## src/rtl/evb_fc_pkg.sv

```systemverilog
package evb_fc_pkg;

  // Counter word formats selected by the mode input.
  typedef enum logic [1:0] {
    FMT_EVT   = 2'd0,
    FMT_RUN   = 2'd1,
    FMT_STAMP = 2'd2,
    FMT_ALT   = 2'd3
  } fmt_e;

  // Strobe resolution for one cycle.
  typedef enum logic [1:0] {
    ACT_NONE  = 2'd0,
    ACT_RUN   = 2'd1,
    ACT_EVENT = 2'd2,
    ACT_FRAME = 2'd3
  } act_e;

endpackage

```

## src/rtl/evb_lowest_pick.sv

```systemverilog
module evb_lowest_pick #(
  parameter int N  = 16,
  parameter int IW = (N > 1) ? $clog2(N) : 1
) (
  input  logic [N-1:0]  req_i,
  output logic [N-1:0]  onehot_o,
  output logic [IW-1:0] idx_o,
  output logic          any_o
);

  // Isolate the lowest set bit.
  genvar g;
  generate
    for (g = 0; g < N; g++) begin : g_bit
      if (g == 0) begin : g_first
        assign onehot_o[g] = req_i[g];
      end else begin : g_rest
        assign onehot_o[g] = req_i[g] & ~(|req_i[g-1:0]);
      end
    end
  endgenerate

  // Encode its position.
  always_comb begin
    idx_o = '0;
    for (int i = 0; i < N; i++) begin
      if (onehot_o[i]) idx_o = idx_o | IW'(i);
    end
  end

  assign any_o = |req_i;

endmodule

```

## src/rtl/evb_chan_walker.sv

```systemverilog
module evb_chan_walker
  import evb_fc_pkg::*;
#(
  parameter int NCH  = 16,
  parameter int CH_W = (NCH > 1) ? $clog2(NCH) : 1
) (
  input  logic            clk,
  input  logic            rst,
  input  logic            run_start_i,
  input  logic            event_start_i,
  input  logic            frame_emit_i,
  input  logic [NCH-1:0]  chan_mask_i,
  output act_e            act_o,
  output logic [CH_W-1:0] chan_idx_o,
  output logic            chan_valid_o
);

  logic [NCH-1:0]  pend_q, pend_n;
  logic [NCH-1:0]  cur_onehot;
  logic [CH_W-1:0] cur_idx;
  logic            cur_any;
  logic [NCH-1:0]  nxt_onehot;
  logic [CH_W-1:0] nxt_idx;
  logic            nxt_any;

  // Lowest pending channel now: the one a frame strobe retires.
  evb_lowest_pick #(.N(NCH), .IW(CH_W)) u_cur (
    .req_i    (pend_q),
    .onehot_o (cur_onehot),
    .idx_o    (cur_idx),
    .any_o    (cur_any)
  );

  // Priority: run start, then event start, then an acceptable frame.
  always_comb begin
    if (run_start_i)                    act_o = ACT_RUN;
    else if (event_start_i)             act_o = ACT_EVENT;
    else if (frame_emit_i && cur_any)   act_o = ACT_FRAME;
    else                                act_o = ACT_NONE;
  end

  always_comb begin
    unique case (act_o)
      ACT_RUN:   pend_n = '0;
      ACT_EVENT: pend_n = chan_mask_i;
      ACT_FRAME: pend_n = pend_q & ~cur_onehot;
      default:   pend_n = pend_q;
    endcase
  end

  // Lowest pending channel after this edge: drives the registered outputs.
  evb_lowest_pick #(.N(NCH), .IW(CH_W)) u_nxt (
    .req_i    (pend_n),
    .onehot_o (nxt_onehot),
    .idx_o    (nxt_idx),
    .any_o    (nxt_any)
  );

  always_ff @(posedge clk) begin
    if (rst) begin
      pend_q       <= '0;
      chan_idx_o   <= '0;
      chan_valid_o <= 1'b0;
    end else begin
      pend_q       <= pend_n;
      chan_idx_o   <= nxt_idx;
      chan_valid_o <= nxt_any;
    end
  end

  // each accepted frame retires exactly one pending channel.
  p_one_per_frame_r7: assert property (@(posedge clk) disable iff (rst)
    (act_o == ACT_FRAME) |=> ($countones(pend_q) == $countones($past(pend_q)) - 1));

  // the walk moves upward in bit index.
  p_ascending_r7: assert property (@(posedge clk) disable iff (rst)
    (act_o == ACT_FRAME) |=> (!chan_valid_o || (chan_idx_o > $past(chan_idx_o))));

  // a strobe with nothing pending changes nothing.
  p_idle_strobe_r8: assert property (@(posedge clk) disable iff (rst)
    (frame_emit_i && !chan_valid_o && !run_start_i && !event_start_i)
      |=> (!chan_valid_o && $stable(pend_q)));

  // run start empties the pending set.
  p_run_clears_r10: assert property (@(posedge clk) disable iff (rst)
    run_start_i |=> !chan_valid_o);

endmodule

```

## src/rtl/evb_counters.sv

```systemverilog
module evb_counters
  import evb_fc_pkg::*;
#(
  parameter int FOE_W  = 8,
  parameter int WORD_W = 32,
  parameter int TS_W   = WORD_W - FOE_W
) (
  input  logic              clk,
  input  logic              rst,
  input  act_e              act_i,
  input  logic [TS_W-1:0]   tstamp_i,
  output logic [FOE_W-1:0]  foe_n,
  output logic [WORD_W-1:0] gf_n,
  output logic [TS_W-1:0]   ts_n
);

  logic [FOE_W-1:0]  foe_q;
  logic [WORD_W-1:0] gf_q;
  logic [TS_W-1:0]   ts_q;

  always_comb begin
    foe_n = foe_q;
    gf_n  = gf_q;
    ts_n  = ts_q;
    unique case (act_i)
      ACT_RUN: begin
        foe_n = '0;
        gf_n  = '0;
      end
      ACT_EVENT: begin
        foe_n = '0;
        ts_n  = tstamp_i;
      end
      ACT_FRAME: begin
        foe_n = foe_q + 1'b1;
        gf_n  = gf_q + 1'b1;
      end
      default: ;
    endcase
  end

  always_ff @(posedge clk) begin
    if (rst) begin
      foe_q <= '0;
      gf_q  <= '0;
      ts_q  <= '0;
    end else begin
      foe_q <= foe_n;
      gf_q  <= gf_n;
      ts_q  <= ts_n;
    end
  end

  // the per-event index restarts on an event.
  p_foe_restart_r4: assert property (@(posedge clk) disable iff (rst)
    (act_i == ACT_EVENT) |=> (foe_q == '0));

  // the run count steps by one per accepted frame.
  p_gf_step_r5: assert property (@(posedge clk) disable iff (rst)
    (act_i == ACT_FRAME) |=> (gf_q == $past(gf_q) + 1'b1));

  // event starts and idle cycles leave the run count alone.
  p_gf_hold_r5: assert property (@(posedge clk) disable iff (rst)
    ((act_i == ACT_EVENT) || (act_i == ACT_NONE)) |=> $stable(gf_q));

  // the timestamp moves only at an event start.
  p_ts_hold_r6: assert property (@(posedge clk) disable iff (rst)
    (act_i != ACT_EVENT) |=> $stable(ts_q));

endmodule

```

## src/rtl/evb_frame_counter.sv

```systemverilog
module evb_frame_counter
  import evb_fc_pkg::*;
#(
  parameter int NCH    = 16,
  parameter int FOE_W  = 8,
  parameter int WORD_W = 32,
  localparam int TS_W  = WORD_W - FOE_W,
  localparam int CH_W  = (NCH > 1) ? $clog2(NCH) : 1
) (
  input  logic              clk,
  input  logic              rst,
  input  logic              run_start_i,
  input  logic              event_start_i,
  input  logic              frame_emit_i,
  input  logic [NCH-1:0]    chan_mask_i,
  input  logic [1:0]        mode_i,
  input  logic [TS_W-1:0]   tstamp_i,
  output logic [WORD_W-1:0] frame_word_o,
  output logic [CH_W-1:0]   chan_idx_o,
  output logic              chan_valid_o
);

  act_e              act;
  logic [FOE_W-1:0]  foe_n;
  logic [WORD_W-1:0] gf_n;
  logic [TS_W-1:0]   ts_n;
  fmt_e              fmt;

  evb_chan_walker #(.NCH(NCH), .CH_W(CH_W)) u_walk (
    .clk           (clk),
    .rst           (rst),
    .run_start_i   (run_start_i),
    .event_start_i (event_start_i),
    .frame_emit_i  (frame_emit_i),
    .chan_mask_i   (chan_mask_i),
    .act_o         (act),
    .chan_idx_o    (chan_idx_o),
    .chan_valid_o  (chan_valid_o)
  );

  evb_counters #(.FOE_W(FOE_W), .WORD_W(WORD_W), .TS_W(TS_W)) u_cnt (
    .clk      (clk),
    .rst      (rst),
    .act_i    (act),
    .tstamp_i (tstamp_i),
    .foe_n    (foe_n),
    .gf_n     (gf_n),
    .ts_n     (ts_n)
  );

  assign fmt = fmt_e'(mode_i);

  always_ff @(posedge clk) begin
    if (rst) begin
      frame_word_o <= '0;
    end else begin
      unique case (fmt)
        FMT_RUN:   frame_word_o <= gf_n;
        FMT_STAMP: frame_word_o <= {ts_n, foe_n};
        default:   frame_word_o <= {{TS_W{1'b0}}, foe_n};
      endcase
    end
  end

  // per-event format keeps the upper bytes clear.
  p_fmt_evt_r1: assert property (@(posedge clk) disable iff (rst)
    ((mode_i == 2'd0) || (mode_i == 2'd3)) |=> (frame_word_o[WORD_W-1:FOE_W] == '0));

  // stamp format carries the counter's latched stamp.
  p_fmt_stamp_r3: assert property (@(posedge clk) disable iff (rst)
    (mode_i == 2'd2) |=> (frame_word_o[WORD_W-1:FOE_W] == u_cnt.ts_q));

  // an event start shows index 0 right after its edge in index formats.
  p_evt_zero_r11: assert property (@(posedge clk) disable iff (rst)
    (event_start_i && !run_start_i && (mode_i != 2'd1))
      |=> (frame_word_o[FOE_W-1:0] == '0));

endmodule

```

## config.mk

```make
export PLATFORM = sky130hd
export DESIGN_NAME = evb_frame_counter
export DESIGN_NICKNAME = d
export VERILOG_FILES = /design/src/rtl/evb_fc_pkg.sv /design/src/rtl/evb_lowest_pick.sv /design/src/rtl/evb_chan_walker.sv /design/src/rtl/evb_counters.sv /design/src/rtl/evb_frame_counter.sv
export SDC_FILE = /design/constraint.sdc
export NUM_CORES = 1
export LEC_CHECK = 0
export BUFFER_PORTS_ARGS = -buffer_cell sky130_fd_sc_hd__buf_2
export CAP_MARGIN = 25
export CORE_UTILIZATION = 51
export DETAILED_ROUTE_END_ITERATION = 6
export PLACE_DENSITY = 0.74
export REMOVE_ABC_BUFFERS = 1
export SLEW_MARGIN = 40
export SYNTH_ARGS = -nofsm -noshare
export SYNTH_HDL_FRONTEND = slang
export SYNTH_SLANG_ARGS = --single-unit
```

## constraint.sdc

```tcl
create_clock -name clk -period 4.5 [get_ports clk]
set_input_delay 0.9 -clock clk [delete_from_list [all_inputs] [get_ports clk]]
set_output_delay 0.9 -clock clk [all_outputs]
set_load 0.005 [all_outputs]
```

---- Yosys cells after proc, flatten, opt, wreduce, memory -nomap -nowiden ----
Cells that the tools add are included.
word-level totals
  flip-flop bits (word level) ............. 117
  input bits .............................. 47
  output and inout bits ................... 37
  word-level logic and storage cells ...... 131
operators by class
  $add $sub $neg .......................... 2
  mux-type cells .......................... 23
  reduce and logical (&&, ||, !) cells .... 32
  bitwise logic cells ..................... 62
  equal/unequal tests ..................... 5
operators with widths
  cell                   count
  $pmux 32 s2            2
  $pmux 16 s3            1
  $add 32x1->32 const B  1
  $mux 4                 8
  $reduce_or 16->1       2
  $and 1x1->1            30
  $not 1->1              30
  $reduce_or 15->1       2
  $reduce_or 14->1       2
  $reduce_or 13->1       2
  $mux 24                1
  $reduce_or 12->1       2
  $reduce_or 11->1       2
  $reduce_or 10->1       2
  $reduce_or 9->1        2
  $and 16x16->16         1
  $not 16->16            1
  $pmux 8 s2             1
  $reduce_or 8->1        2
  $reduce_or 7->1        2
  $mux 3                 4
  $reduce_or 6->1        2
  $mux 2                 5
  $reduce_or 5->1        2
  8 further kinds        15

---- Logic depth before layout (Yosys ltp) ----
Gate-level depths: netlist of the first run.
  word-level depth ........................ 24
  gate-level depth with buffers ........... 8
  depth with buffers taken out ............ 7

---- Hierarchy ----
Synthesis of the first run repeated with hierarchy kept, for this count alone.
second synthesis, totals
  cell total of the unflattened synthesis .. 728
  area total of the unflattened synthesis .. 6457.4 um^2
by module, submodules not included
  module                           cells an instance  sequential area each (um^2)  area an instance (um^2)  times used
  evb_counters                     395                1281.2                       3295.7                   1
  evb_chan_walker                  110                420.4                        1221.2                   1
  evb_frame_counter                120                640.6                        1211.2                   1
  evb_lowest_pick at u_walk.u_nxt  54                 0.0                          371.6                    1
  evb_lowest_pick at u_walk.u_cur  49                 0.0                          357.8                    1

---- Least setup slack after synthesis of the first run ----
Ideal clock, no wire load.
  path type ............................... input to register
  start ................................... in frame_emit_i
  end ..................................... reg u_walk.chan_valid_o
  data required time ...................... 4.368 ns
  library setup time ...................... 0.132 ns
  arrival ................................. 2.642 ns
  path slack .............................. 1.726 ns
  stages .................................. 8
  buffers on the path ..................... 1
  cells stage by stage .................... clkbuf_2 -> or4b_4 -> nor4b_4 -> o211ai_1 -> nand4b_1 -> nand3b_4 -> nor3_2 -> a21oi_1
between the ends
  word-level cells in the longest chain between the ends .. 7
  elaborated cells on any way between the ends .. 9
  classes of those cells .................. eq/ne (3); mux (4); reduce/logical (2)
RTL lines
  item                                             RTL line                 text
  start: declaration                               evb_frame_counter.sv:14  input logic frame_emit_i,
  $logic_and 1x1->1 (*)                            evb_chan_walker.sv:38    else if (frame_emit_i && cur_any) act_o = ACT_FRAME;
  $mux 2 (*)                                       evb_chan_walker.sv:38
  $mux 2 (*)                                       evb_chan_walker.sv:37    else if (event_start_i) act_o = ACT_EVENT;
  $mux 2 (*)                                       evb_chan_walker.sv:36    if (run_start_i) act_o = ACT_RUN;
  $eq 2x2->1 / $eq 2x1->1 (equally long branches)  evb_chan_walker.sv:43    unique case (act_o)
  $pmux 16 s3 (*)                                  evb_chan_walker.sv:43
  $reduce_or 16->1 (*)                             evb_lowest_pick.sv:31    assign any_o = |req_i;
  end signal: assignment                           evb_chan_walker.sv:67    chan_valid_o <= nxt_any;
  end: declaration                                 evb_chan_walker.sv:15    output logic chan_valid_o
Every way passes the cells marked *; elsewhere a longest branch is shown, timed or not.
A chain may end at the register's enable or synchronous reset.

---- Worst setup path after layout of the first run ----
  start ................................... in event_start_i
  end ..................................... reg u_walk.chan_idx_o[2]
between the ends
  word-level cells in the longest chain between the ends .. 19
  elaborated cells on any way between the ends .. 42
  classes of those cells .................. eq/ne (3); mux (15); bitwise (16); reduce/logical (8)
RTL lines
  item                                             RTL line                 text
  start: declaration                               evb_frame_counter.sv:13  input logic event_start_i,
  $mux 2 (*)                                       evb_chan_walker.sv:37
  $mux 2 (*)                                       evb_chan_walker.sv:36
  $eq 2x2->1 / $eq 2x1->1 (equally long branches)  evb_chan_walker.sv:43
  $pmux 16 s3 (*)                                  evb_chan_walker.sv:43
  $reduce_or 4->1                                  evb_lowest_pick.sv:18    assign onehot_o[g] = req_i[g] & ~(|req_i[g-1:0]);
  $not 1->1                                        evb_lowest_pick.sv:18
  $and 1x1->1                                      evb_lowest_pick.sv:18
  $mux 3 (4 in series)                             evb_lowest_pick.sv:27    if (onehot_o[i]) idx_o = idx_o | IW'(i);
  $mux 4 (7 in series)                             evb_lowest_pick.sv:27
  $mux 4 (*)                                       evb_lowest_pick.sv:27
  end signal: assignment                           evb_chan_walker.sv:66    chan_idx_o <= nxt_idx;
  end: declaration                                 evb_chan_walker.sv:14    output logic [CH_W-1:0] chan_idx_o,
Marked as above.

==> results of run 1 <==
critical path, stage by stage:
cell	delay [ns]
buf_2	0.35
nor2b_4	0.63
buf_4	0.41
nand2_1	0.10
o211ai_1	0.15
nand4b_1	0.20
nand3b_4	0.16
nor3_2	0.06
a22o_1	0.20
layer usage:
metal | global-route usage, % | routed length [µm] | up-vias | share of wire, %
li1 | - | - | 1985 | -
met1 | 32.1 | 5090 | 1943 | 45
met2 | 40.3 | 5480 | 130 | 48
met3 | 6.17 | 670 | 11 | 5.9
met4 | 7.81 | 104 | 0 | 0.92
met5 | 0 | 0 | - | 0
final cells by class:
type	count	share of cell area, %
Tap cell	111	2.37
Clock buffer	22	8.06
Multi-Input combinational cell	367	40.1
Inverter	8	0.512
Sequential cell	117	39.9
Timing Repair Buffer	85	7.33
Clock inverter	8	1.71
kinds of logic (layout without fill, tap and decap cells):
kind of cell    Yosys count  count (layout)
buf+inv                  31             123
compound gates           80              80
simple gates            217             217
fa+ha+maj                 4               4
xor+xnor                 38              38
mux                      28              28
flops                   117             117
flip-flops by register name, indices dropped and copies added (netlist names):
name	flops
frame_word_o	32
u_cnt.gf_q	32
u_cnt.ts_q	24
u_walk.pend_q	16
u_cnt.foe_q	8
u_walk.chan_idx_o	4
u_walk.chan_valid_o	1
cells in the mapped netlist (all sizes together) (5+ instances only):
cell    count  area share [%]
mux2i      25             5.2
and4        5            0.91
nor2b      10             1.3
a32oi       5             1.1
nor2       97             7.6
nor3       11             1.3
o22ai      28             3.7
nand2      34             2.7
xor2       27             4.9
and3       10             1.3
inv         8            0.63
a21oi       9            0.94
nand3      10             1.0
nand4      15             2.0
clkbuf     22             1.7
dfxtp     117              49
xnor2      11             2.0
path summary, 6_finish.rpt:
path / start / end / slack [ns]
min: u_cnt.ts_q[17]$_SDFF_PP0_ / u_cnt.ts_q[17]$_SDFF_PP0_ / 0.49
min reg2reg: u_cnt.ts_q[17]$_SDFF_PP0_ / u_cnt.ts_q[17]$_SDFF_PP0_ / 0.49
max: event_start_i / u_walk.chan_idx_o[2]$_SDFF_PP0_ / 1.74
max reg2reg: u_walk.pend_q[12]$_SDFF_PP0_ / frame_word_o[28]$_SDFF_PP0_ / 1.92
per-stage QoR:
step	util [%]	std cells	hold WS [ns]	instance area, µm²
2_1_floorplan	-	492	0.456	4710
6_report	63.8	718	0.490	5870
3_5_place_dp	57.6	688	0.479	5290
5_1_grt	63.8	718	0.507	5870
3_3_place_gp	57.5	688	0.469	5290
4_1_cts	63.8	718	0.492	5870
power by group through the flow:
stage	sequential (mW)	combinational, mW	clock (mW)
after CTS	1.07	0.190	1.31
after global routing	1.07	0.209	1.36
after detailed placement	1.09	0.189	0
after floorplan	1.09	0.116	0
final	1.07	0.191	1.29
after global placement	1.09	0.185	0
==> flow_summary.json, run 1 <==
{
  "remaining_drc_errors": 0,
  "regArea_mm2": 0.00234,
  "clock_latency_ns": 0.51,
  "intPower_mw": 1.98,
  "drive_gt1_share_pct": 22.1,
  "finalSetupViolCount": 0,
  "tightest_slew_ns": 0.762,
  "die_width_um": 99.0,
  "start_util_pct": 52.2,
  "finalWirelength_um": 11300,
  "required_ns": 4.90,
  "clkSinkCount": 117,
  "finalCriticalPeriod_ns": 2.76,
  "dp_slack_ns": 1.24,
  "antenna_left": 0,
  "final.setup.worst_slack_ns": 1.74,
  "dieHeight_um": 99.0,
  "yosysWarnings": 0,
  "synth_top_family_by_area": "simple AND/OR/NAND/NOR gates",
  "grt_max_degree": 38,
  "routed-via-count": 4069,
  "grt-ovfl-total": 0,
  "area.growth.synth_to_final_pct": 22.3,
  "cts_hold_buf": 0,
  "grt_pass1_vias": 3905,
  "synth_edf_count": 0,
  "ios": 84,
  "nets": 647,
  "synth_fa_ha_area_share_pct": 1.04,
  "ir_drop_uv": 327,
  "power_leakage_nw": 2.41,
  "synth_xor_area_share_pct": 6.94,
  "cts_setup_buffers": 0,
  "skew_ns": 0.00943,
  "n_antenna_cell": 0,
  "synth-compound-area-share_pct": 12.3,
  "drt_pass1_iterations": 7,
  "power_switching_mw": 0.578,
  "yosys.cell_types.count": 63,
  "async_flop_share_pct": 0,
  "end_kind": "flop",
  "critPathArrivalTime_ns": 3.15,
  "viasPerCell": 5.67,
  "design.core.area_mm2": 0.00920,
  "cts_resized": 0,
  "drtIter0Drc": 177,
  "p_comb_share_pct": 7.5,
  "grt_pass1_wl_um": 19000,
  "setup-tns-final_ns": 0,
  "fillers": 769,
  "cts_tree": "built",
  "synthFlopType": "dfxtp_1",
  "fin_crit_sh_pct": 61.3,
  "status": "finished clean",
  "wl_per_cell_um": 15.8,
  "final_common_cell": "dfxtp_1",
  "cts_root_buffer": "clkbuf_8",
  "yosys.area_share.simple_pct": 22.6,
  "cts_buffers": 17,
  "portBuffers": 83,
  "p_sw_share_pct": 22.6,
  "critPathKind": "in2reg",
  "critPathMaxFanout": 22,
  "max-cap-violations": 0,
  "ys_seq_elements": 117,
  "p_total_mw": 2.55,
  "track_usage_pct": 24.7,
  "max_slew_margin_pct": 49.1,
  "whs_path_depth": 2,
  "slew_viol_final": 0,
  "synth.avg_cell_area_um2": 9.32,
  "clk_pin_slew_worst_paths_ns": 0.06,
  "gp_congestion": 0.847,
  "p_per_area_mw_per_mm2": 435,
  "max_clock_freq_ghz": 0.363,
  "yosys-mux-area-fraction_pct": 5.92,
  "hold_viol_final": 0,
  "dpl.hpwl_um": 7780,
  "yosysSeqAreaShare_pct": 48.8,
  "syn_inst": 515,
  "htree_num_levels": 4,
  "hold_class": "reg2reg",
  "r2r_cells": 7,
  "multi_input_area_mm2": 0.00235,
  "rsz0062_at_grt": "no",
  "crit_path_start_kind": "primary input",
  "p_seq_share_pct": 41.9,
  "clock_path_buffers": 2,
  "layout_common_cells": "117 x dfxtp_1, 95 x nor2_1, 83 x buf_2",
  "dieArea_mm2": 0.00980,
  "antenna_found_initial": 0,
  "clkPwrFrac_pct": 50.6,
  "rows": 35,
  "syn_area_mm2": 0.00480
}
Power figures use the tool's default switching activity.
==> inputs of run 2 (changes only) <==
--- a/config.mk
+++ b/config.mk
@@ -7,9 +7,9 @@
 export LEC_CHECK = 0
 export BUFFER_PORTS_ARGS = -buffer_cell sky130_fd_sc_hd__buf_2
 export CAP_MARGIN = 25
-export CORE_UTILIZATION = 51
+export CORE_UTILIZATION = 50
 export DETAILED_ROUTE_END_ITERATION = 6
-export PLACE_DENSITY = 0.74
+export PLACE_DENSITY = 0.75
 export REMOVE_ABC_BUFFERS = 1
 export SLEW_MARGIN = 40
 export SYNTH_ARGS = -nofsm -noshare
==> constraint.sdc (replaced) <==
create_clock -name clk -period 2.3 [get_ports clk]
set_input_delay 0.46 -clock clk [delete_from_list [all_inputs] [get_ports clk]]
set_output_delay 0.46 -clock clk [all_outputs]
set_load 0.005 [all_outputs]
==> flow_summary.json, run 2 (synthesis results as in run 1) <==
{
  "grt-ovfl-total": 0,
  "cts_buffers": 17,
  "regArea_mm2": 0.00234,
  "final_common_cell": "dfxtp_1",
  "status": "finished clean",
  "slew_viol_final": 0,
  "finalCoreUtilization_pct": 67.9,
  "grt_max_degree": 22,
  "intPower_mw": 3.86,
  "start_util_pct": 51.7,
  "drtIter0Drc": 168,
  "dieHeight_um": 100,
  "portBuffers": 83,
  "drt_pass1_iterations": 5,
  "hold_viol_final": 0,
  "routed-via-count": 4300,
  "gp_congestion": 0.970,
  "critPathMaxFanout": 6,
  "p_total_mw": 5.09,
  "antenna_left": 0,
  "dp_cells": 754,
  "met3_usage_pct": 7.17,
  "whs_ns": 0.195,
  "top_regs": "frame_word_o: 32 flops, u_cnt.gf_q: 32 flops, u_cnt.ts_q: 24 flops",
  "cts_setup_buffers": 0,
  "dp_slack_ns": -0.155,
  "ios": 84,
  "critPathArrivalTime_ns": 2.65,
  "p_per_area_mw_per_mm2": 807,
  "skew_ns": 0.0120,
  "layout_common_cells": "115 x dfxtp_1, 95 x nor2_1, 83 x buf_2",
  "max_clock_freq_ghz": 0.447,
  "p_comb_share_pct": 9.0,
  "final.setup.worst_slack_ns": 0.0648,
  "dpl.hpwl_um": 8880,
  "finalWirelength_um": 12500,
  "max_slew_margin_pct": 65.5,
  "power_leakage_nw": 2.65,
  "rows": 35,
  "postLayoutCellArea_mm2": 0.00631,
  "rrSetupSlack_ns": 0.06,
  "viasPerCell": 5.48,
  "nets": 695,
  "remaining_drc_errors": 0,
  "clkPwrFrac_pct": 49.9,
  "antenna_found_initial": 0,
  "die_width_um": 100,
  "power_switching_mw": 1.23,
  "dieArea_mm2": 0.00999,
  "fillers": 772,
  "rsz0062_at_grt": "yes",
  "track_usage_pct": 26.1,
  "cts_hold_buf": 0,
  "htree_num_levels": 4,
  "max-cap-violations": 0,
  "cts_root_buffer": "clkbuf_8",
  "grtUsageMet1_pct": 31.3,
  "required_ns": 2.71,
  "design.core.area_mm2": 0.00928,
  "setup-tns-final_ns": 0,
  "end_kind": "flop",
  "fin_cells": 785,
  "p_sw_share_pct": 24.2,
  "met2_usage_pct": 44.3,
  "finalCriticalPeriod_ns": 2.24,
  "grt_pass1_wl_um": 20100,
  "area.growth.synth_to_final_pct": 31.4,
  "drive_gt1_share_pct": 29.0,
  "clock_latency_ns": 0.52,
  "fin_crit_sh_pct": 97.2,
  "grt-busiest-layer": "met2",
  "cts_tree": "built",
  "wl_per_cell_um": 15.9,
  "multi_input_area_mm2": 0.00241,
  "crit_path_start_kind": "flop",
  "clock_path_buffers": 2,
  "clkSinkCount": 117,
  "placedInstanceArea_mm2": 0.00567,
  "tightest_slew_ns": 0.518,
  "ir_drop_uv": 580,
  "n_antenna_cell": 0,
  "hold_class": "in2reg",
  "critPathKind": "reg2reg",
  "p_seq_share_pct": 41.1,
  "clk_pin_slew_worst_paths_ns": 0.06,
  "finalSetupViolCount": 0,
  "grt_pass1_vias": 4340
}
## run 2: changes by cell type in the layout (fill, tap and decap cells not counted), moves of 2 or more
cell / previous run / this run
nor4_4: 0 / 2
dfxtp_2: 0 / 2
nor3_1: 10 / 8
nor4_1: 3 / 0
inv_6: 0 / 5
clkbuf_8: 5 / 2
clkinvlp_4: 1 / 3
dfxtp_1: 117 / 115
buf_4: 2 / 50
## run 2: path summary, 6_finish.rpt
path / to / start / cells after the start
worst max register to register: u_walk.chan_idx_o[1]$_SDFF_PP0_ / u_walk.pend_q[0]$_SDFF_PP0_ / 7
worst max-delay path: u_walk.chan_idx_o[1]$_SDFF_PP0_ / u_walk.pend_q[0]$_SDFF_PP0_ / 7
worst min-delay path: u_cnt.ts_q[21]$_SDFF_PP0_ / tstamp_i[21] / 3
worst min register to register: u_cnt.ts_q[21]$_SDFF_PP0_ / u_cnt.ts_q[21]$_SDFF_PP0_ / 2
## run 2: area by class of cell
class / instances / share of cell area (%)
multi-input cells: 367 / 38.2
flip-flops and latches: 117 / 37.2
repair buffers: 133 / 12.5
clock buffers: 18 / 6.79
well taps: 129 / 2.56
clock inverters: 13 / 2.30
inverters: 8 / 0.476
## run 2: routing by layer
layer	wire [µm]	part of all wire [%]
met5	0	0
met4	300	2.4
met3	690	5.5
met2	6010	48
met1	5490	44
## run 2: what timing repair did
item	in CTS	in global routing
setup endpoints to repair	11	33
gates resized for setup	2	10
pin swaps	0	0
## run 2: critical path, stage by stage (launching register included)
cell and delay (ns):
dfxtp_2 0.32, buf_4 0.16, or4b_1 0.51, a32oi_1 0.27
a21bo_2 0.29, a2111oi_0 0.31, nor3_1 0.09, o21a_1 0.18
## run 2: power by group through the flow
stage / Clock (mW) / Sequential, mW / Combinational (mW)
after floorplan: 0 / 2.13 / 0.227
after global placement: 0 / 2.13 / 0.433
after detailed placement: 0 / 2.13 / 0.441
after CTS: 2.56 / 2.09 / 0.447
after global routing: 2.64 / 2.09 / 0.496
final: 2.54 / 2.09 / 0.458
==> inputs of run 3 (changes only) <==
--- a/config.mk
+++ b/config.mk
@@ -7,9 +7,8 @@
 export LEC_CHECK = 0
 export BUFFER_PORTS_ARGS = -buffer_cell sky130_fd_sc_hd__buf_2
 export CAP_MARGIN = 25
-export CORE_UTILIZATION = 50
+export CORE_UTILIZATION = 40
 export DETAILED_ROUTE_END_ITERATION = 6
-export PLACE_DENSITY = 0.75
 export REMOVE_ABC_BUFFERS = 1
 export SLEW_MARGIN = 40
 export SYNTH_ARGS = -nofsm -noshare
==> flow_summary.json, run 3 (synthesis results as in run 1) <==
{
  "dieHeight_um": 112,
  "htree_num_levels": 4,
  "status": "finished, violations left",
  "gp_congestion": 0.844,
  "dieArea_mm2": 0.0124,
  "clk_pin_slew_worst_paths_ns": 0.05,
  "ir_drop_uv": 494,
  "multi_input_area_mm2": 0.00240,
  "cts_buffers": 17,
  "final_common_cell": "dfxtp_1",
  "tightest_slew_ns": 0.517,
  "p_per_area_mw_per_mm2": 831,
  "cts_hold_buf": 0,
  "rows": 39,
  "antenna_found_initial": 2,
  "cts_tree": "built",
  "finalWirelength_um": 12500,
  "nets": 699,
  "fin_crit_sh_pct": 99.6,
  "path_delay_family": "simple AND/OR/NAND/NOR gates",
  "finalCoreUtilization_pct": 55.4,
  "critPathMaxFanout": 4,
  "drt_pass1_iterations": 7,
  "finalSetupViolCount": 0,
  "design.core.area_mm2": 0.0116,
  "p_comb_share_pct": 8.7,
  "drtIter0Drc": 202,
  "violations": "DRC",
  "dpl.hpwl_um": 9060,
  "hold_viol_final": 0,
  "portBuffers": 83,
  "crit_buf_inv": 0,
  "critPathKind": "reg2reg",
  "fillers": 1068,
  "required_ns": 2.66,
  "grt_max_degree": 28,
  "antenna_left": 0,
  "placedInstanceArea_mm2": 0.00571,
  "whs_ns": 0.303,
  "critPathMaxStageDelay_ns": 0.57,
  "remaining_drc_errors": 8,
  "area.growth.synth_to_final_pct": 33.6,
  "cts_root_buffer": "clkbuf_16",
  "p_seq_share_pct": 39.3,
  "max-cap-violations": 0,
  "setup-tns-final_ns": 0,
  "power_leakage_nw": 2.69,
  "crit_path_start_kind": "flop",
  "track_usage_pct": 21.2,
  "max_slew_margin_pct": 65.2,
  "p_sw_share_pct": 22.8,
  "layout_common_cells": "114 x dfxtp_1, 95 x nor2_1, 83 x buf_2",
  "critPathArrivalTime_ns": 2.65,
  "p_total_mw": 5.33,
  "clock_latency_ns": 0.42,
  "path_cells": "or4b_4, nor4b_4, o211ai_1, nand4b_1, nand3b_4, nor3_2, o21a_1",
  "routed-via-count": 4215,
  "top_regs": "frame_word_o: 32 flops, u_cnt.gf_q: 32 flops, u_cnt.ts_q: 24 flops",
  "start_util_pct": 41.5,
  "clkPwrFrac_pct": 52.0,
  "grt_pass1_wl_um": 20400,
  "skew_ns": 0.00711,
  "die_width_um": 112,
  "end_kind": "flop",
  "max_clock_freq_ghz": 0.436,
  "intPower_mw": 4.11,
  "viasPerCell": 5.24,
  "power_switching_mw": 1.21,
  "slew_viol_final": 0,
  "cpMaxStageDelayCell": "or4b_4",
  "wl_per_cell_um": 15.6,
  "postLayoutCellArea_mm2": 0.00641,
  "clock_path_buffers": 2,
  "hold_class": "in2reg",
  "drive_gt1_share_pct": 29.7,
  "regArea_mm2": 0.00235,
  "grt-ovfl-total": 0,
  "ios": 84,
  "grt_pass1_vias": 4195,
  "clkSinkCount": 117,
  "finalCriticalPeriod_ns": 2.29,
  "rsz0062_at_grt": "yes"
}
run 3: changes by cell type in the layout (fill, tap and decap cells not counted), sizes merged:
cell | previous run | this run
clkinv | 3 | 4
inv | 13 | 9
diode | 0 | 1
clkinvlp | 3 | 2
clkbuf | 18 | 22
bufinv | 2 | 3
buf | 133 | 137
run 3: worst min-delay path: stages:
cell and delay, ns:
buf_2 0.07, mux2i_1 0.07, nor2_1 0.08
run 3: power groups by stage:
stage	clock, mW	sequential, mW	combinational [mW]
final	2.77	2.09	0.464
after detailed placement	0	2.13	0.445
after floorplan	0	2.13	0.227
after CTS	2.80	2.09	0.452
after global placement	0	2.13	0.443
after global routing	2.91	2.10	0.507
run 3: cell type report:
type	instances	share of cell area [%]
inverters	8	0.468
flip-flops and latches	117	36.6
diodes	1	0.0390
repair buffers	137	12.8
well taps	143	2.79
clock buffers	22	7.55
clock inverters	10	2.26
multi-input cells	367	37.5
run 3: final timing paths:
check / from / to / slack [ns] / cells past startpoint
setup / recovery: u_walk.pend_q[3]$_SDFF_PP0_ / u_walk.chan_idx_o[1]$_SDFF_PP0_ / 0.009 / 7
hold / removal: tstamp_i[14] / u_cnt.ts_q[14]$_SDFF_PP0_ / 0.30 / 3
setup reg to reg: u_walk.pend_q[3]$_SDFF_PP0_ / u_walk.chan_idx_o[1]$_SDFF_PP0_ / 0.009 / 7
hold reg to reg: u_cnt.ts_q[9]$_SDFF_PP0_ / u_cnt.ts_q[9]$_SDFF_PP0_ / 0.49 / 2
run 3: metal layers:
layer	vias to the layer above	global-route usage, %	routed length [µm]
met2	123	34.0	5850
met3	13	7.78	932
met4	2	7.03	140
met5	-	0	13
li1	2101	-	-
met1	1976	26.3	5600
run 3: what timing repair did:
| item | in CTS | in global routing |
|---|---|---|
| gates resized for setup | 2 | 12 |
| gates cloned | 0 | 0 |
| buffers inserted | 1 | 0 |
| pin swaps | 1 | 8 |
| setup endpoints to repair | 8 | 61 |
run 3: metrics by stage:
step	worst slack (ns)	instances
4_1_cts	-0.0225	804
5_1_grt	-0.111	804
2_1_floorplan	-1.11	492
3_5_place_dp	-0.150	771
6_report	0.00852	805
3_3_place_gp	-0.158	771
